## config.mk

```make
export PLATFORM = sky130hd
export DESIGN_NAME = hostcmd_engine
export DESIGN_NICKNAME = d
export VERILOG_FILES = /design/src/rtl/cmd_pkg.sv /design/src/rtl/cmd_port_reg.sv /design/src/rtl/cmd_xfer_ctr.sv /design/src/rtl/hostcmd_engine.sv
export SDC_FILE = /design/constraint.sdc
export NUM_CORES = 1
export LEC_CHECK = 0
export BUFFER_PORTS_ARGS = -buffer_cell sky130_fd_sc_hd__buf_2
export CAP_MARGIN = 20
export CORE_MARGIN = 8
export CORE_UTILIZATION = 50
export CTS_CLUSTER_SIZE = 30
export DETAILED_ROUTE_END_ITERATION = 10
export GPL_ROUTABILITY_DRIVEN = 0
export PLACE_DENSITY = 0.74
export SLEW_MARGIN = 20
export SYNTH_ARGS = -nofsm -noshare
export SYNTH_HDL_FRONTEND = slang
export SYNTH_SLANG_ARGS = --single-unit
```

## constraint.sdc

```tcl
create_clock -name clk -period 4.5 [get_ports clk]
set_clock_uncertainty 0.15 [all_clocks]
set_input_delay 0.9 -clock clk [delete_from_list [all_inputs] [get_ports clk]]
set_output_delay 0.9 -clock clk [all_outputs]
set_load 0.01 [all_outputs]
```

## src/rtl/cmd_pkg.sv

```systemverilog
// Shared constants and types for the byte-stream command processor.
// Assumes 8-bit command bytes; opcode values are fixed by the host protocol.
package cmd_pkg;
    localparam int BYTE_W = 8;

    typedef enum logic [2:0] {
        ST_OP,     // waiting for an opcode
        ST_PARAM,  // collecting two parameter bytes
        ST_RESP,   // emitting one or two response bytes
        ST_PAY,    // forwarding payload bytes to the shift engine
        ST_RX      // waiting to forward a captured byte
    } cmd_st_t;

    localparam logic [7:0] OP_SET_LO   = 8'h80;
    localparam logic [7:0] OP_RD_LO    = 8'h81;
    localparam logic [7:0] OP_SET_HI   = 8'h82;
    localparam logic [7:0] OP_LB_ON    = 8'h84;
    localparam logic [7:0] OP_LB_OFF   = 8'h85;
    localparam logic [7:0] OP_DIV      = 8'h86;
    localparam logic [7:0] OP_NO_DIV5  = 8'h8A;
    localparam logic [7:0] OP_NO_3PH   = 8'h8D;
    localparam logic [7:0] OP_NO_ADAPT = 8'h97;
    localparam logic [7:0] OP_TX       = 8'h10;
    localparam logic [7:0] OP_TXRX     = 8'h34;
    localparam logic [7:0] RSP_BAD     = 8'hFA;
endpackage

```

## src/rtl/cmd_port_reg.sv

```systemverilog
// Output value and drive-enable register pair for one GPIO port.
// Assumes wr is a single-cycle strobe; both fields load together.
module cmd_port_reg #(
    parameter int W = 8
) (
    input  logic         clk,
    input  logic         rst_n,
    input  logic         wr,
    input  logic [W-1:0] val,
    input  logic [W-1:0] dir,
    output logic [W-1:0] q_val,
    output logic [W-1:0] q_dir
);
    // Hold the port setting; reset leaves every pin an input driving 0.
    always_ff @(posedge clk) begin
        if (!rst_n) begin
            q_val <= '0;
            q_dir <= '0;
        end else if (wr) begin
            q_val <= val;
            q_dir <= dir;
        end
    end


    port_load_chk: assert property (@(posedge clk) disable iff (!rst_n)
        wr |=> (q_val == $past(val)) && (q_dir == $past(dir)));


    port_keep_chk: assert property (@(posedge clk) disable iff (!rst_n)
        !wr |=> $stable(q_val) && $stable(q_dir));
endmodule

```

## src/rtl/cmd_xfer_ctr.sv

```systemverilog
// Remaining-payload counter for a data command.
// Assumes load and dec are never asserted together; last means this is the final byte.
module cmd_xfer_ctr #(
    parameter int LW = 16
) (
    input  logic          clk,
    input  logic          rst_n,
    input  logic          load,
    input  logic [LW-1:0] load_val,
    input  logic          dec,
    output logic          last
);
    logic [LW-1:0] cnt;

    // Count down the payload bytes still owed after the current one.
    always_ff @(posedge clk) begin
        if (!rst_n)     cnt <= '0;
        else if (load)  cnt <= load_val;
        else if (dec)   cnt <= cnt - 1'b1;
    end

    assign last = (cnt == '0);


    len_load_chk: assert property (@(posedge clk) disable iff (!rst_n)
        load |=> cnt == $past(load_val));


    len_step_chk: assert property (@(posedge clk) disable iff (!rst_n)
        (dec && !load) |=> cnt == $past(cnt) - 1'b1);
endmodule

```

## src/rtl/hostcmd_engine.sv

```systemverilog
// Byte-stream command processor: decodes opcodes from the host FIFO, programs
// two GPIO ports, loopback, divisor and prescaler, and drives the shift engine.
// Assumes the shift engine holds sh_rx_* until taken, and offers a captured byte
// only after it has taken a payload byte flagged for capture.
module hostcmd_engine #(
    parameter int LEN_W = 16
) (
    input  logic        clk,
    input  logic        rst_n,
    input  logic [7:0]  in_data,
    input  logic        in_valid,
    output logic        in_ready,
    output logic [7:0]  out_data,
    output logic        out_valid,
    input  logic        out_ready,
    input  logic [7:0]  lo_pin_in,
    output logic [7:0]  lo_out,
    output logic [7:0]  lo_oe,
    output logic [7:0]  hi_out,
    output logic [7:0]  hi_oe,
    output logic        loopback,
    output logic [15:0] divisor,
    output logic        div5_en,
    output logic [7:0]  sh_tx_data,
    output logic        sh_tx_valid,
    output logic        sh_tx_capture,
    input  logic        sh_tx_ready,
    input  logic [7:0]  sh_rx_data,
    input  logic        sh_rx_valid,
    output logic        sh_rx_ready
);
    import cmd_pkg::*;

    localparam int PAIR_W = 2 * BYTE_W;

    cmd_st_t            st;
    logic [BYTE_W-1:0]  op;
    logic               pidx;
    logic [BYTE_W-1:0]  p0;
    logic [BYTE_W-1:0]  resp0, resp1;
    logic               rtwo, ridx;
    logic               cap;
    logic               in_fire, rx_fire, pair_done, last;
    logic               lo_wr, hi_wr, len_load, len_dec;
    logic [PAIR_W-1:0]  pair;

    // Handshake and pass-through steering for each state.
    always_comb begin
        in_ready    = (st == ST_OP) || (st == ST_PARAM) || ((st == ST_PAY) && sh_tx_ready);
        in_fire     = in_valid && in_ready;
        sh_tx_valid = (st == ST_PAY) && in_valid;
        sh_tx_data  = in_data;
        sh_tx_capture = cap;
        sh_rx_ready = (st == ST_RX) && out_ready;
        rx_fire     = sh_rx_valid && sh_rx_ready;
        out_valid   = (st == ST_RESP) || ((st == ST_RX) && sh_rx_valid);
        out_data    = (st == ST_RX) ? sh_rx_data : (ridx ? resp1 : resp0);
    end

    // Strobes for the register banks and the payload counter.
    always_comb begin
        pair_done = (st == ST_PARAM) && in_fire && pidx;
        pair      = {in_data, p0};
        lo_wr     = pair_done && (op == OP_SET_LO);
        hi_wr     = pair_done && (op == OP_SET_HI);
        len_load  = pair_done && ((op == OP_TX) || (op == OP_TXRX));
        len_dec   = ((st == ST_PAY) && in_fire && !cap && !last) ||
                    ((st == ST_RX) && rx_fire && !last);
    end

    // Command sequencer: opcode decode, parameter collection, responses, payload.
    always_ff @(posedge clk) begin
        if (!rst_n) begin
            st       <= ST_OP;
            op       <= '0;
            pidx     <= 1'b0;
            p0       <= '0;
            resp0    <= '0;
            resp1    <= '0;
            rtwo     <= 1'b0;
            ridx     <= 1'b0;
            cap      <= 1'b0;
            loopback <= 1'b0;
            divisor  <= '0;
            div5_en  <= 1'b1;
        end else begin
            case (st)
                ST_OP: if (in_fire) begin
                    op <= in_data;
                    case (in_data)
                        OP_SET_LO, OP_SET_HI, OP_DIV, OP_TX, OP_TXRX: begin
                            pidx <= 1'b0;
                            st   <= ST_PARAM;
                        end
                        OP_RD_LO: begin
                            resp0 <= lo_pin_in;
                            rtwo  <= 1'b0;
                            ridx  <= 1'b0;
                            st    <= ST_RESP;
                        end
                        OP_LB_ON:   loopback <= 1'b1;
                        OP_LB_OFF:  loopback <= 1'b0;
                        OP_NO_DIV5: div5_en  <= 1'b0;
                        OP_NO_3PH, OP_NO_ADAPT: ;
                        default: begin
                            resp0 <= RSP_BAD;
                            resp1 <= in_data;
                            rtwo  <= 1'b1;
                            ridx  <= 1'b0;
                            st    <= ST_RESP;
                        end
                    endcase
                end
                ST_PARAM: if (in_fire) begin
                    if (!pidx) begin
                        p0   <= in_data;
                        pidx <= 1'b1;
                    end else begin
                        pidx <= 1'b0;
                        case (op)
                            OP_DIV:  begin divisor <= pair; st <= ST_OP; end
                            OP_TX:   begin cap <= 1'b0; st <= ST_PAY; end
                            OP_TXRX: begin cap <= 1'b1; st <= ST_PAY; end
                            default: st <= ST_OP;
                        endcase
                    end
                end
                ST_RESP: if (out_ready) begin
                    if (rtwo && !ridx) ridx <= 1'b1;
                    else               st   <= ST_OP;
                end
                ST_PAY: if (in_fire) begin
                    if (cap)       st <= ST_RX;
                    else if (last) st <= ST_OP;
                end
                ST_RX: if (rx_fire) begin
                    st <= last ? ST_OP : ST_PAY;
                end
                default: st <= ST_OP;
            endcase
        end
    end

    cmd_port_reg #(.W(BYTE_W)) u_lo (
        .clk(clk), .rst_n(rst_n), .wr(lo_wr), .val(p0), .dir(in_data),
        .q_val(lo_out), .q_dir(lo_oe)
    );

    cmd_port_reg #(.W(BYTE_W)) u_hi (
        .clk(clk), .rst_n(rst_n), .wr(hi_wr), .val(p0), .dir(in_data),
        .q_val(hi_out), .q_dir(hi_oe)
    );

    cmd_xfer_ctr #(.LW(LEN_W)) u_len (
        .clk(clk), .rst_n(rst_n), .load(len_load), .load_val(LEN_W'(pair)),
        .dec(len_dec), .last(last)
    );


    resp_hold_chk: assert property (@(posedge clk) disable iff (!rst_n)
        (out_valid && !out_ready) |=> out_valid && $stable(out_data));


    no_overlap_chk: assert property (@(posedge clk) disable iff (!rst_n)
        !(in_ready && out_valid));


    div_write_chk: assert property (@(posedge clk) disable iff (!rst_n)
        !$stable(divisor) |-> $past(pair_done && (op == OP_DIV)));


    pay_no_decode_chk: assert property (@(posedge clk) disable iff (!rst_n)
        (sh_tx_valid && sh_tx_ready && !cap && !last) |=> (st == ST_PAY));


    rx_only_after_cap_chk: assert property (@(posedge clk) disable iff (!rst_n)
        rx_fire |-> cap);
endmodule

```

* After elaboration in Yosys (flattened, before gate mapping) *
Index checks and enable logic that the tools add are counted.

storage, ports and cells
  register bits after elaboration = 105
  input bits = 30
  output and inout bits = 71
  logic and storage cells = 132

operators by class
  $add $sub $neg = 1
  equality and inequality tests = 32
  multiplexer cells = 31
  bitwise logic cells = 3
  reduce and logical (&&, ||, !) cells = 48

operator list
  cell                   count
  $eq 8x8->1 const B     12
  $mux 16                2
  $mux 3                 9
  $ne 2x2->1 const B     9
  $logic_and 1x1->1      17
  $eq 8x5->1 const B     2
  $eq 8x6->1 const B     2
  $logic_not 16->1       1
  $mux 8                 2
  $pmux 8 s2             1
  $sub 16x1->16 const B  1
  $pmux 3 s5             1
  $reduce_and 3->1       5
  $reduce_and 4->1       3
  $reduce_or 11->1       1
  $pmux 1 s2             5
  $reduce_bool 2->1      5
  $reduce_or 10->1       1
  $reduce_or 5->1        2
  $reduce_and 9->1       1
  $mux 1                 8
  $eq 3x2->1 const B     2
  $pmux 3 s2             1
  $logic_or 1x1->1       5
  11 further kinds       17

* Logic depth before layout (Yosys ltp) *
  word-level depth = 10
  depth in mapped cells = 9
  mapped depth without buffers = 7

* Modules after synthesis *
Synthesis repeated with hierarchy kept, for this count alone.

unflattened totals
  cells, all modules = 545
  area total of the unflattened synthesis = 5118.7 um^2

modules (own cells, without submodules)
  module          times used  cells each  area each (um^2)  sequential area each (um^2)
  hostcmd_engine  1           343         3005.4            1141.1
  cmd_port_reg    2           51          615.6             320.3
  cmd_xfer_ctr    1           100         882.1             320.3

* Worst setup path before layout *
No wires, ideal clock.

  kind = in2reg
  start point = input port in_data[6]
  end point = register rtwo
  setup time = 0.115 ns
  arrival = 2.507 ns
  required time = 4.235 ns
  setup slack = 1.728 ns
  stages on the path = 6
  path buffers = 2
  path through = clkbuf_1 nor4b_1 nand4_1 nor3b_1 buf_2 o21a_1

on the way
  word-level cells in the longest chain between the ends = 4
  elaborated cells on any way between the ends = 15
  those cells by class = 11 x eq/ne; 1 x mux; 1 x bitwise; 2 x reduce/logical

RTL lines
  element                                   line                   text
  from (decl)                               hostcmd_engine.sv:10   input logic [7:0] in_data,
  $eq 8x8->1, or another cell as far along  hostcmd_engine.sv:90   case (in_data)
  $reduce_or 10->1 (no line)                -
  $not 1->1 (no line)                       -
  $reduce_and 3->1 (no line)                -
  to (signal assigned)                      hostcmd_engine.sv:80   rtwo <= 1'b0;
  to (signal assigned)                      hostcmd_engine.sv:97   rtwo <= 1'b0;
  to (signal assigned)                      hostcmd_engine.sv:108  rtwo <= 1'b1;
  to (decl)                                 hostcmd_engine.sv:41   logic rtwo, ridx;

Several ways; a longest one is shown, not always the timed one.
A chain may end at the register's enable or synchronous reset.

* Worst setup path in the final report *
  start point = register st[2]
  end point = output port out_data[1]

on the way
  word-level cells in the longest chain between the ends = 2

RTL lines
  element                 line                   text
  from (decl)             hostcmd_engine.sv:36   cmd_st_t st;
  from (signal assigned)  hostcmd_engine.sv:137  st <= last ? ST_OP : ST_PAY;
  $eq 3x3->1              hostcmd_engine.sv:57   out_data = (st == ST_RX) ? sh_rx_data : (ridx ? resp1 : resp0);
  $mux 8                  hostcmd_engine.sv:57
  to (decl)               hostcmd_engine.sv:13   output logic [7:0] out_data,

No other way between the ends.

==> impl_metrics.toml <==
[outcome]
run_status = "finished clean"

[clocking]
cts.clk_slew.worst_paths_ps = 110
worst_skew_pair.late_latency_ps = 380
cts_tree = "done"
root_buffer = "sky130_fd_sc_hd__clkbuf_8"
cts_resized = 0
ctsHoldBuffers = 0
cts-root-to-sink-buffers = 2
cts_made_buffers = 9
clock_h_tree_levels = 3
cts_num_sinks = 105
postCtsSetupRepairBufs = 0

[layout]
final-seq-area_um2 = 2100
flow.area_growth_from_synthesis_pct = 13.2
fillCellCount = 894
nNetsFinal = 720
largestRegisters = "divisor x16, u_len.cnt x16"
multi_input_combinational_cell_area_um2 = 2530
antenna-diode-count = 0
layout.core_utilization_pct = 57.8
layout-drive-gt1-share_pct = 20.6

[grt]
overflow = 0
via_count_of_the_first_global_routing_pass = 4603
antenna_found_initial = 0
groute.usage.overall_pct = 21.2
largest_net_degree_at_the_start_of_global_routing = 53
grt_pass1_wl_um = 22700

[synth]
synthesis.instances = 629
synth_top_area_share_pct = 42.5
syn-num-nets = 661
yosys_register_bits = 105
post_synth_most_frequent_cells = "sky130_fd_sc_hd__nand2_1, sky130_fd_sc_hd__dfxtp_1, sky130_fd_sc_hd__a21oi_1, sky130_fd_sc_hd__clkbuf_1, sky130_fd_sc_hd__mux2i_1"
synth_most_common_cell = "sky130_fd_sc_hd__nand2_1"
synth_enable_flop_cells = 0
ys_dominant_reg_cell = "sky130_fd_sc_hd__dfxtp_1"
synth-warning-count = 0
sequential_area_share_after_synthesis_pct = 42.5
synth_top_cells_by_area = "sky130_fd_sc_hd__dfxtp_1, sky130_fd_sc_hd__nand2_1, sky130_fd_sc_hd__a21oi_1"
post_synth.cell_area_avg_um2 = 7.86
yosysUniqueCellTypes = 60
synth_area_um2 = 4940
synth_largest_area_cell = "sky130_fd_sc_hd__dfxtp_1"
async_reset_ff_share_pct = 0

[setup_path]
worst_r2r_path_depth = 5
r2r-start = "st[2]$_SDFFE_PN0P_"
reg_to_reg_setup_timing_slack_ps = 1680
endpoint_kind = "primary output"
crit_fanout = 19
timing.critical_path.from_type = "flop"
crit_required_ps = 3450
crit_type = "flop to primary output"
r2r-end = "resp0[6]$_SDFFE_PN0P_"
critPathArrivalTime_ps = 2250

[pwr]
p_leak_nw = 2.15
power_density_nw_per_um2 = 367
peakVddDrop_mv = 0.165

[hold_path]
worst_hold_path.endpoint = "divisor[0]$_SDFFE_PN0P_"
hold_start = "divisor[0]$_SDFFE_PN0P_"
worst_hold_path.num_cells = 2
hold_path.class = "flop to flop"

[placement]
port-buffer-count = 100
detailed_placement_hpwl_um = 9480

[floorplanning]
initial_utilization_pct = 51.0
pin_count = 101
die-area_um2 = 13300
num_rows = 36
die-width_um = 115
standard_cell_core_area_um2 = 9680
die_h_um = 115

[drt]
first_pass_iters = 5
drtIter0Drc = 374
drt_wl_total_um = 13900
remaining_drc_errors = 0
routed-via-count = 4767
final_antenna_net_count = 0
vias_per_cell = 5.77
wl_per_cell_um = 16.8

[sta]
fin_crit_ps = 3300
finalSetupViolations = 0
timing.final.crit_share_pct = 73.4
tns_ps = 0
achievable-frequency_mhz = 303
unrepaired_setup_endpoints_after_global_routing = "no"
slew_viol_final = 0
worst_slew_pin_slew_ps = 1020
finalHoldViolations = 0
maxSlewHeadroom_pct = 31.4

[job]
timing.max_cap.violations = 0
[how the worst max path moves through the flow]
stage,cells after the start,end,startpoint,slack [ps]
finish,3,out_data[1],st[2]$_SDFFE_PN0P_,1200
global route,3,out_data[3],st[2]$_SDFFE_PN0P_,920
CTS,3,out_data[1],st[2]$_SDFFE_PN0P_,1190
detailed placement,6,resp0[4]$_SDFFE_PN0P_,in_valid,1280
global placement,6,rtwo$_SDFFE_PN0P_,in_data[4],1360
floorplan,6,rtwo$_SDFFE_PN0P_,in_data[6],1730
[report_power, final]
part | total [mW] | switching, mW | internal (mW)
clock | 0.593 | 0.362 | 0.230
combinational | 0.382 | 0.227 | 0.156
sequential | 1.08 | 0.0870 | 0.994
[per-stage QoR]
stage | hold WS (ps) | setup WS, ps | instance area [um2] | total power, mW | std cells
3_3_place_gp | 287 | 1360 | 5400 | 1.46 | 810
2_1_floorplan | 283 | 1730 | 4940 | 1.37 | 629
4_1_cts | 310 | 1190 | 5600 | 2.06 | 826
3_5_place_dp | 293 | 1280 | 5400 | 1.48 | 810
5_1_grt | 327 | 917 | 5600 | 2.15 | 826
6_report | 307 | 1200 | 5600 | 2.06 | 826
[layer usage]
metal	GRT usage, %	share of wire [%]	vias to the layer above
li1	-	-	2305
met5	0	0	-
met2	34.8	47	187
met1	26.7	44	2253
met4	6.83	1.6	0
met3	5.00	7.0	22
[layout make-up]
cell class	instances	share of cell area (%)
Multi-Input combinational cell	449	45.1
Sequential cell	105	37.6
Timing Repair Buffer	105	9.61
Tap cell	133	2.97
Clock buffer	10	2.46
Inverter	18	1.21
Clock inverter	6	1.05
[cell families after synthesis]
| logic type | count (synthesis) | share of synthesized area [%] |
|---|---|---|
| AO/OA/AOI/OAI | 147 | 18.8 |
| XOR/XNOR | 4 | 0.709 |
| adder cells (fa/ha/maj) | 2 | 0.506 |
| buffers and inverters | 75 | 6.58 |
| flip-flops | 105 | 42.5 |
| multiplexers | 25 | 5.06 |
| AND/OR/NAND/NOR | 271 | 25.8 |
[worst max-delay path, cell delays in order (launching register included)]
cell	delay, ps
sky130_fd_sc_hd__dfxtp_1	600
sky130_fd_sc_hd__nor3b_2	870
sky130_fd_sc_hd__o21ai_0	220
sky130_fd_sc_hd__buf_2	190
[cells in the final DEF (no fill, tap or decap), types with 12 or more instances in the layout]
cell and n:
sky130_fd_sc_hd__a21oi_1 65, sky130_fd_sc_hd__dfxtp_1 105, sky130_fd_sc_hd__inv_1 17, sky130_fd_sc_hd__buf_2 100, sky130_fd_sc_hd__nor2_1 24, sky130_fd_sc_hd__o21ai_0 17, sky130_fd_sc_hd__a31oi_1 12, sky130_fd_sc_hd__mux2i_1 25
sky130_fd_sc_hd__nand2_1 163
Power figures use the tool's default switching activity.
